--- config.mk ---
export PLATFORM = sky130hd
export DESIGN_NAME = lane_block_stripe
export DESIGN_NICKNAME = d
export VERILOG_FILES = /design/src/rtl/lbs_pkg.sv /design/src/rtl/lbs_tx_dealer.sv /design/src/rtl/lbs_lane_fifo.sv /design/src/rtl/lbs_rx_merger.sv /design/src/rtl/lane_block_stripe.sv
export SDC_FILE = /design/constraint.sdc
export NUM_CORES = 1
export LEC_CHECK = 0
export ABC_AREA = 1
export BUFFER_PORTS_ARGS = -buffer_cell sky130_fd_sc_hd__buf_2
export CELL_PAD_IN_SITES_DETAIL_PLACEMENT = 0
export CELL_PAD_IN_SITES_GLOBAL_PLACEMENT = 1
export CORE_UTILIZATION = 40
export DETAILED_ROUTE_END_ITERATION = 8
export GPL_ROUTABILITY_DRIVEN = 0
export PLACE_DENSITY = 0.66
export SLEW_MARGIN = 20
export SYNTH_ARGS = -nofsm -noshare
export SYNTH_HDL_FRONTEND = slang
export SYNTH_HIERARCHICAL = 1
export SYNTH_SLANG_ARGS = --single-unit
--- constraint.sdc ---
create_clock -name clk -period 16.9 [get_ports clk]
set_input_delay 0.845 -clock clk [delete_from_list [all_inputs] [get_ports clk]]
set_output_delay 0.845 -clock clk [all_outputs]
set_load 0.02 [all_outputs]
--- src/rtl/lbs_pkg.sv ---
package lbs_pkg;

   // Alignment character value; it counts as a marker only with the K flag set
   localparam logic [7:0] LBS_ALIGN_BYTE = 8'h7C;

   typedef struct packed {
      logic       k;
      logic [7:0] d;
   } lbs_sym_t;

   function automatic logic lbs_is_align(lbs_sym_t s);
      return s.k && (s.d == LBS_ALIGN_BYTE);
   endfunction

endpackage

--- src/rtl/lbs_tx_dealer.sv ---
module lbs_tx_dealer
   import lbs_pkg::*;
#(
   parameter int NL  = 4,
   parameter int BLK = 8
) (
   input  logic            clk,
   input  logic            rst_n,
   input  logic            in_vld,
   input  logic [NL*8-1:0] in_data,
   input  logic [NL-1:0]   in_k,
   output logic            out_vld,
   output logic [NL*8-1:0] out_data,
   output logic [NL-1:0]   out_k
);
   localparam int GRP = NL * BLK;
   localparam int GW  = $clog2(GRP);
   localparam int CW  = $clog2(BLK);

   lbs_sym_t       fill_q [GRP];
   lbs_sym_t       fill_nx [GRP];
   lbs_sym_t       deal_q [GRP];
   logic [CW-1:0]  wcnt_q;
   logic [CW-1:0]  scnt_q;
   logic           act_q;
   logic           last_word;

   assign last_word = in_vld && (wcnt_q == CW'(BLK - 1));

   always_comb begin
      fill_nx = fill_q;
      for (int j = 0; j < NL; j++) begin
         fill_nx[GW'(int'(wcnt_q) * NL + j)] = '{k: in_k[j], d: in_data[8*j +: 8]};
      end
   end

   always_ff @(posedge clk) begin
      if (in_vld) begin
         fill_q <= fill_nx;
      end
      if (last_word) begin
         deal_q <= fill_nx;
      end
   end

   always_ff @(posedge clk or negedge rst_n) begin
      if (!rst_n) begin
         wcnt_q <= '0;
         scnt_q <= '0;
         act_q  <= 1'b0;
      end else begin
         if (in_vld) begin
            wcnt_q <= wcnt_q + 1'b1;
         end
         if (last_word) begin
            act_q  <= 1'b1;
            scnt_q <= '0;
         end else if (act_q) begin
            if (scnt_q == CW'(BLK - 1)) begin
               act_q <= 1'b0;
            end
            scnt_q <= scnt_q + 1'b1;
         end
      end
   end

   assign out_vld = act_q;

   for (genvar l = 0; l < NL; l++) begin : g_lane
      lbs_sym_t sym;
      always_comb begin
         sym = deal_q[GW'((NL - 1 - l) * BLK) | GW'(scnt_q)];
      end
      assign out_data[8*l +: 8] = act_q ? sym.d : 8'h00;
      assign out_k[l]           = act_q & sym.k;
   end

endmodule

--- src/rtl/lbs_lane_fifo.sv ---
module lbs_lane_fifo
   import lbs_pkg::*;
#(
   parameter int DEPTH = 8
) (
   input  logic     clk,
   input  logic     rst_n,
   input  logic     wr_en,
   input  lbs_sym_t wr_sym,
   input  logic     rd_en,
   output lbs_sym_t head,
   output logic     empty,
   output logic     full
);
   localparam int AW = $clog2(DEPTH);

   lbs_sym_t    mem [DEPTH];
   logic [AW:0] wp_q;
   logic [AW:0] rp_q;

   assign empty = (wp_q == rp_q);
   assign full  = (wp_q[AW] != rp_q[AW]) && (wp_q[AW-1:0] == rp_q[AW-1:0]);
   assign head  = mem[rp_q[AW-1:0]];

   always_ff @(posedge clk) begin
      if (wr_en && !full) begin
         mem[wp_q[AW-1:0]] <= wr_sym;
      end
   end

   always_ff @(posedge clk or negedge rst_n) begin
      if (!rst_n) begin
         wp_q <= '0;
         rp_q <= '0;
      end else begin
         if (wr_en && !full) begin
            wp_q <= wp_q + 1'b1;
         end
         if (rd_en && !empty) begin
            rp_q <= rp_q + 1'b1;
         end
      end
   end

endmodule

--- src/rtl/lbs_rx_merger.sv ---
module lbs_rx_merger
   import lbs_pkg::*;
#(
   parameter int NL  = 4,
   parameter int BLK = 8
) (
   input  logic            clk,
   input  logic            rst_n,
   input  logic [NL*8-1:0] head_d,
   input  logic [NL-1:0]   head_k,
   input  logic [NL-1:0]   empty,
   output logic [NL-1:0]   pop,
   output logic            out_vld,
   output logic [NL*8-1:0] out_data,
   output logic [NL-1:0]   out_k,
   output logic            aligned,
   output logic [NL-1:0]   blk_aligned
);
   localparam int GRP = NL * BLK;
   localparam int GW  = $clog2(GRP);
   localparam int CW  = $clog2(BLK);

   typedef enum logic {ST_HUNT, ST_LOCK} rx_state_e;

   rx_state_e      st_q;
   logic [NL-1:0]  mark;
   logic           all_ready;
   logic           mixed;
   logic           take;
   lbs_sym_t       gbuf_q [GRP];
   lbs_sym_t       gbuf_nx [GRP];
   lbs_sym_t       ebank_q [GRP];
   logic [CW-1:0]  ocnt_q;
   logic [CW-1:0]  ecnt_q;
   logic           eact_q;

   for (genvar l = 0; l < NL; l++) begin : g_mark
      assign mark[l] = !empty[l] && lbs_is_align('{k: head_k[l], d: head_d[8*l +: 8]});
   end

   assign all_ready = ~|empty;
   assign mixed     = (|mark) && !(&mark);
   assign take      = (st_q == ST_LOCK) && all_ready && !mixed;

   always_comb begin
      if (st_q == ST_LOCK) begin
         pop         = {NL{all_ready}};
         blk_aligned = '1;
      end else begin
         pop         = ~empty & ~mark;
         blk_aligned = mark;
      end
   end

   assign aligned = (st_q == ST_LOCK);

   always_comb begin
      gbuf_nx = gbuf_q;
      for (int l = 0; l < NL; l++) begin
         gbuf_nx[GW'((NL - 1 - l) * BLK + int'(ocnt_q))] =
            '{k: head_k[l], d: head_d[8*l +: 8]};
      end
   end

   always_ff @(posedge clk) begin
      if (take) begin
         gbuf_q <= gbuf_nx;
         if (ocnt_q == CW'(BLK - 1)) begin
            ebank_q <= gbuf_nx;
         end
      end
   end

   always_ff @(posedge clk or negedge rst_n) begin
      if (!rst_n) begin
         st_q   <= ST_HUNT;
         ocnt_q <= '0;
         ecnt_q <= '0;
         eact_q <= 1'b0;
      end else begin
         case (st_q)
            ST_HUNT: begin
               ocnt_q <= '0;
               if (&mark) begin
                  st_q <= ST_LOCK;
               end
            end
            default: begin
               if (all_ready && mixed) begin
                  st_q   <= ST_HUNT;
                  ocnt_q <= '0;
               end else if (take) begin
                  ocnt_q <= ocnt_q + 1'b1;
               end
            end
         endcase

         if (take && (ocnt_q == CW'(BLK - 1))) begin
            eact_q <= 1'b1;
            ecnt_q <= '0;
         end else if (eact_q) begin
            if (ecnt_q == CW'(BLK - 1)) begin
               eact_q <= 1'b0;
            end
            ecnt_q <= ecnt_q + 1'b1;
         end
      end
   end

   assign out_vld = eact_q;

   for (genvar j = 0; j < NL; j++) begin : g_out
      lbs_sym_t sym;
      always_comb begin
         sym = ebank_q[GW'(int'(ecnt_q) * NL + j)];
      end
      assign out_data[8*j +: 8] = eact_q ? sym.d : 8'h00;
      assign out_k[j]           = eact_q & sym.k;
   end

endmodule

--- src/rtl/lane_block_stripe.sv ---
module lane_block_stripe
   import lbs_pkg::*;
#(
   parameter int NL         = 4,
   parameter int BLK_BYTES  = 8,
   parameter int FIFO_DEPTH = 8
) (
   input  logic            clk,
   input  logic            rst_n,
   input  logic            tx_in_vld,
   input  logic [NL*8-1:0] tx_in_data,
   input  logic [NL-1:0]   tx_in_k,
   output logic            tx_lane_vld,
   output logic [NL*8-1:0] tx_lane_data,
   output logic [NL-1:0]   tx_lane_k,
   input  logic [NL-1:0]   rx_lane_vld,
   input  logic [NL*8-1:0] rx_lane_data,
   input  logic [NL-1:0]   rx_lane_k,
   output logic            rx_out_vld,
   output logic [NL*8-1:0] rx_out_data,
   output logic [NL-1:0]   rx_out_k,
   output logic            rx_lane_aligned,
   output logic [NL-1:0]   rx_blk_aligned
);

   // parameter legality
   if (!(NL == 1 || NL == 2 || NL == 4)) begin : g_bad_nl
      $error("lane_block_stripe: NL must be 1, 2 or 4");
   end
   if (BLK_BYTES != 8) begin : g_bad_blk
      $error("lane_block_stripe: BLK_BYTES must be 8");
   end
   if (FIFO_DEPTH < 8 || (FIFO_DEPTH & (FIFO_DEPTH - 1)) != 0) begin : g_bad_depth
      $error("lane_block_stripe: FIFO_DEPTH must be a power of two >= 8");
   end

   lbs_tx_dealer #(.NL(NL), .BLK(BLK_BYTES)) u_dealer (
      .clk      (clk),
      .rst_n    (rst_n),
      .in_vld   (tx_in_vld),
      .in_data  (tx_in_data),
      .in_k     (tx_in_k),
      .out_vld  (tx_lane_vld),
      .out_data (tx_lane_data),
      .out_k    (tx_lane_k)
   );

   logic [NL*8-1:0] hd_d;
   logic [NL-1:0]   hd_k;
   logic [NL-1:0]   ln_empty;
   logic [NL-1:0]   ln_full;
   logic [NL-1:0]   ln_pop;

   for (genvar l = 0; l < NL; l++) begin : g_fifo
      lbs_sym_t hsym;
      lbs_lane_fifo #(.DEPTH(FIFO_DEPTH)) u_fifo (
         .clk    (clk),
         .rst_n  (rst_n),
         .wr_en  (rx_lane_vld[l]),
         .wr_sym ('{k: rx_lane_k[l], d: rx_lane_data[8*l +: 8]}),
         .rd_en  (ln_pop[l]),
         .head   (hsym),
         .empty  (ln_empty[l]),
         .full   (ln_full[l])
      );
      assign hd_d[8*l +: 8] = hsym.d;
      assign hd_k[l]        = hsym.k;
   end

   lbs_rx_merger #(.NL(NL), .BLK(BLK_BYTES)) u_merger (
      .clk         (clk),
      .rst_n       (rst_n),
      .head_d      (hd_d),
      .head_k      (hd_k),
      .empty       (ln_empty),
      .pop         (ln_pop),
      .out_vld     (rx_out_vld),
      .out_data    (rx_out_data),
      .out_k       (rx_out_k),
      .aligned     (rx_lane_aligned),
      .blk_aligned (rx_blk_aligned)
   );

endmodule

### After elaboration in Yosys (flattened, before gate mapping)

Memories as Yosys holds them, arrays and structs flattened.
Cells that the tools add are included.

* input port bits: 79
* memories: 4
* memory bits (writable): 288
* output and inout port bits: 79
* register bits: 1199
* word-level logic and storage cells: 501

* bitwise operators: 27
* add/sub/neg operators: 21
* muxes and demuxes: 82
* reductions and logical operators: 51
* magnitude comparators: 24
* eq/ne operators: 21

Memory list
* g_fifo[0].u_fifo.mem: words 8, width 9, rd ports 1, clocked after memory_dff 0, wr ports 1, line lbs_lane_fifo.sv:17 `lbs_sym_t mem [DEPTH];`
* g_fifo[1].u_fifo.mem: words 8, width 9, rd ports 1, clocked after memory_dff 0, wr ports 1, line lbs_lane_fifo.sv:17
* g_fifo[2].u_fifo.mem: words 8, width 9, rd ports 1, clocked after memory_dff 0, wr ports 1, line lbs_lane_fifo.sv:17
* g_fifo[3].u_fifo.mem: words 8, width 9, rd ports 1, clocked after memory_dff 0, wr ports 1, line lbs_lane_fifo.sv:17

Operators with widths (number)
* bitwise mux 288 bit: 8
* binary-select mux 9 bit (select 5 bit): 8
* demux 9 bit (select 5 bit): 8
* 2-to-1 mux 9 bit: 24
* >= comparator 5 x 6 -> 1 bit, second input constant: 12
* 2-to-1 mux 8 bit: 8
* inverter 5 bit: 11
* < comparator 5 x 1 -> 1 bit, second input constant: 8
* logical AND 1 bit: 34
* adder 4 x 1 -> 4 bit, second input constant: 8
* equality test 8 x 7 -> 1 bit, second input constant: 4
* >= comparator 6 bit, second input constant: 4
* 2-to-1 mux 3 bit: 7
* adder 5 x 2 -> 5 bit, second input constant: 4
* 2-to-1 mux 1 bit: 17
* equality test 4 bit: 4
* adder 3 x 1 -> 3 bit, second input constant: 4
* equality test 3 bit: 4
* equality test 3 bit, second input constant: 4
* inverter 5 -> 6 bit: 2
* logical NOT 1 bit: 11
* adder 5 x 1 -> 5 bit, second input constant: 2
* adder 5 x 3 -> 5 bit, first input constant: 2
* AND 1 bit: 8
* other kinds (13): 20

### Depth between registers and ports, before layout

An unclocked memory read counts as a cell.

* word-level depth: 12
* depth in mapped cells: 18
* depth with buffers taken out: 16

### Cells and area by module

The synthesis kept the hierarchy.

Modules (own cells, without submodules)
* lbs_tx_dealer: cells an instance 2067, area each 23596.4 sq um, sequential area each 17471.8 sq um, instances 1
* lbs_lane_fifo: cells an instance 289, area each 3372.0 sq um, sequential area each 2362.3 sq um, instances 4
* lbs_rx_merger: cells an instance 1010, area each 12110.4 sq um, sequential area each 8848.5 sq um, instances 1

### Least setup slack after synthesis

Ideal clock, no wire load.

* path kind: reg2reg
* start: register g_fifo[0].u_fifo.rp_q[0]
* end: register u_merger/gbuf_q[144] in the netlist's numbering (enable)
* required time: 16.204 ns
* library setup time: 0.696 ns
* period minus slack after synthesis: 9.292 ns
* path slack: 7.608 ns
* stages on the path, launching flop included: 14
* path buffers: 2
* arrival time: 8.596 ns
* path through: dfrtp_1 -> inv_2 -> buf_2 -> buf_2 -> nor2_1 -> o22ai_1 -> nand2_1 -> nand2_1 -> nand2_1 -> nor2_1 -> nand4_2 -> nor2_2 -> nand2_2 -> a21oi_1

RTL lines
* start: declaration: line lbs_lane_fifo.sv:19 `logic [AW:0] rp_q;`
* start signal: assignment: line lbs_lane_fifo.sv:40 `rp_q <= rp_q + 1'b1;`
* end signal: assignment: line lbs_rx_merger.sv:67 `gbuf_q <= gbuf_nx;`
* end: declaration: line lbs_rx_merger.sv:30 `lbs_sym_t gbuf_q [GRP];`

### Final worst setup path

* start: register g_fifo[0].u_fifo.rp_q[1]
* end: register u_merger/gbuf_q[266] in the netlist's numbering (enable)

* elaborated cells between the ends (all ways): 15
* classes of those cells: 2 x eq/ne; 12 x reduce/logical; 1 x memory

RTL lines
* equality test 4 bit (*): line lbs_lane_fifo.sv:21 `assign empty = (wp_q == rp_q);`
* named net ln_empty[0]: line lane_block_stripe.sv:50 `logic [NL-1:0] ln_empty;`
* logical NOT 1 bit: line lbs_rx_merger.sv:38 `assign mark[l] = !empty[l] && lbs_is_align('{k: head_k[l], d: head_d[8*l +: 8]});`
* logical AND 1 bit: line lbs_rx_merger.sv:38
* AND reduction 4 bit: line lbs_rx_merger.sv:42 `assign mixed = (|mark) && !(&mark);`
* logical NOT 1 bit: line lbs_rx_merger.sv:42
* logical AND 1 bit: line lbs_rx_merger.sv:42
* logical NOT 1 bit: line lbs_rx_merger.sv:43 `assign take = (st_q == ST_LOCK) && all_ready && !mixed;`
* logical AND 1 bit (*): line lbs_rx_merger.sv:43
* named net u_merger.take: line lbs_rx_merger.sv:29 `logic take;`

Mark *: on every way through the listed nets, which the timed path passes. The rest lies on a longest branch.
A chain may end at the register's enable or synchronous reset.

==> results.yml <==
status:
  status: "complete, no violations"
worst_setup_path:
  crit_start: "g_fifo[0].u_fifo/rp_q[1]"
  slowest_stage: "buf_4"
  cpMostUsedCell: "inv_1"
  cp_num_buf_inv: 6
  cp_top_family: "buffers and inverters"
  slowest_delay_ns: 0.94
  arrival_ns: 5.42
  crit_path_start_kind: "register"
  r2r-start: "g_fifo[0].u_fifo/rp_q[1]"
  worstPathRequired_ns: 17.24
  worst-path-max-fanout: 74
  path_cells: "inv_1 -> nand2_1 -> nand2_1 -> and2_4 -> nand2_4 -> inv_1 -> inv_1 -> nand4_1 -> nor2_4 -> inv_1 -> a21oi_4 -> buf_4 -> buf_4"
  crit_type: "register to register"
  end_kind: "register"
place:
  dp_cells: 5698
  port-buffer-count: 157
  hpwl_um: 59900
  placed_cell_area_um2: 50800
floorplanning:
  fp.dieH_um: 353
  io_pins: 158
  start_util: 0.404
  die_w_um: 353
  core_area_um2: 122000
  dieArea_um2: 124000
  core.rowCount: 128
synthesis:
  ys_warn_count: 6
  synth_cells: 4229
  avgSynthCellArea_um2: 11.6
  netlist_area_um2: 49200
  syn-num-nets: 4324
clock_tree:
  insertion_delay_ns: 0.75
  cts_resized: 0
  cts_setup_buffers: 0
  cts.sinks: 1199
  cts_root_buf: "clkbuf_16"
  clk_pin_slew_ns: 0.05
  h-tree-depth: 4
  cts_hold_buf: 0
  cts_tree: "built"
  clock_path_buffers: 3
  cts_buffers: 132
global_route:
  grt_overflow_total: 0
  grt_pass1_vias: 28452
  grt_antenna_before_repair: 4
  grt_pass1_wl_um: 168000
  grt_start_max_net_pins: 174
  grt_use_total: 0.175
layout:
  final_cell_area_um2: 55300
  drive_above_1_share: 0.112
  register_area_um2: 35800
  area_growth_pct: 12.4
  multi_input_area_um2: 10400
  nNetsFinal: 4302
  layout.cells.non_filler: 5941
  fill_cells: 11162
power:
  p_per_area_nw_per_um2: 166
  power_frac_comb: 0.246
  p_sw_mw: 3.04
  cellLeakagePower_nw: 21.1
  p_sw_frac: 0.331
  p_int_mw: 6.15
  power.share.clock: 0.317
  sequentialPowerShare: 0.437
  ir_drop_v: 0.000110
sta:
  grt_setup_unrepaired: "no"
  timing.final.crit_share: 0.301
  worstMarginPinSlew_ns: 1.13
  fin_crit_ns: 5.08
  tns_ns: 0
  final_hold_viol_count: 0
  relSlewSlack: 0.246
  slew_viol_final: 0
  setup_viol: 0
  fmax_mhz: 197
  finClkSkew_ns: 0.0317
detailed_routing:
  drc_errors: 0
  dr.pass1.iters: 5
  vias_per_cell: 4.88
  dr_total_vias: 29013
  antenna_left: 0
  detail_route.iter0.violations: 2257
  drt_wl_total_um: 109000
  wire_per_inst_um: 18.3
min_path:
  hold_class: "input port to asynchronous set/reset pin"
run:
  cap_violations: 0
placed cells by master (no fill, tap or decap), types with 42 or more instances in the layout:
cell and instances:
inv_1 385, nand3_1 235, dfrtp_1 42, buf_2 156
edfxtp_1 1152, o22ai_1 72, o21ai_0 506, nand2_1 907
nor2_1 394, clkbuf_16 140
through the flow:
stage / util / total power, mW / worst slack (ns) / hold slack [ns]
2_1_floorplan: - / 5.63 / 7.61 / 0.462
3_3_place_gp: 0.417 / 6.34 / 11.87 / 0.436
3_5_place_dp: 0.417 / 6.37 / 11.79 / 0.440
4_1_cts: 0.453 / 9.32 / 11.76 / 0.216
5_1_grt: 0.453 / 9.73 / 11.48 / 0.270
6_report: 0.453 / 9.19 / 11.82 / 0.235
final timing paths:
check                                                   to  slack (ns)  cells past startpoint
worst max-delay path                  u_merger/gbuf_q[266]       11.82                     13
worst min-delay path              g_fifo[3].u_fifo/wp_q[1]        0.24                      2
worst max register to register        u_merger/gbuf_q[266]       11.82                     13
worst min register to register         u_dealer/deal_q[40]        0.44                      0
max in group asynchronous               u_dealer/scnt_q[0]       16.03                      2
min in group clk                g_fifo[2].u_fifo/mem[6][2]        0.37                      1
registers in the layout, summed over array words and instances (netlist names), 16 cells and up:
name / count
u_dealer/fill_q: 288
g_fifo.u_fifo/wp_q: 16
u_merger/gbuf_q: 144
u_merger/ebank_q: 144
u_dealer/deal_q: 288
g_fifo.u_fifo/rp_q: 16
g_fifo.u_fifo/mem: 288
routing by layer:
metal | vias up | wire (um) | track usage
met2 | 547 | 50600 | 0.277
met5 | - | 0 | 0
met1 | 14065 | 50700 | 0.243
li1 | 14242 | - | -
met4 | 0 | 2530 | 0.0554
met3 | 159 | 4770 | 0.0313
final cells by class:
type | count | share of cell area
antenna | 1 | 0.0000453
tap | 1625 | 0.0368
clock buffer | 176 | 0.0662
clock inverter | 66 | 0.0140
multi-input combinational | 2279 | 0.189
timing repair buffer | 184 | 0.0183
inverter | 411 | 0.0282
sequential | 1199 | 0.648
power groups by stage:
stage / Clock (mW) / Combinational, mW / Sequential [mW]
3_5_place_dp: 0 / 2.29 / 4.08
3_3_place_gp: 0 / 2.27 / 4.07
2_1_floorplan: 0 / 1.68 / 3.95
5_1_grt: 3.10 / 2.57 / 4.05
6_report: 2.91 / 2.26 / 4.01
4_1_cts: 3.00 / 2.30 / 4.02
Power figures use the tool's default switching activity.
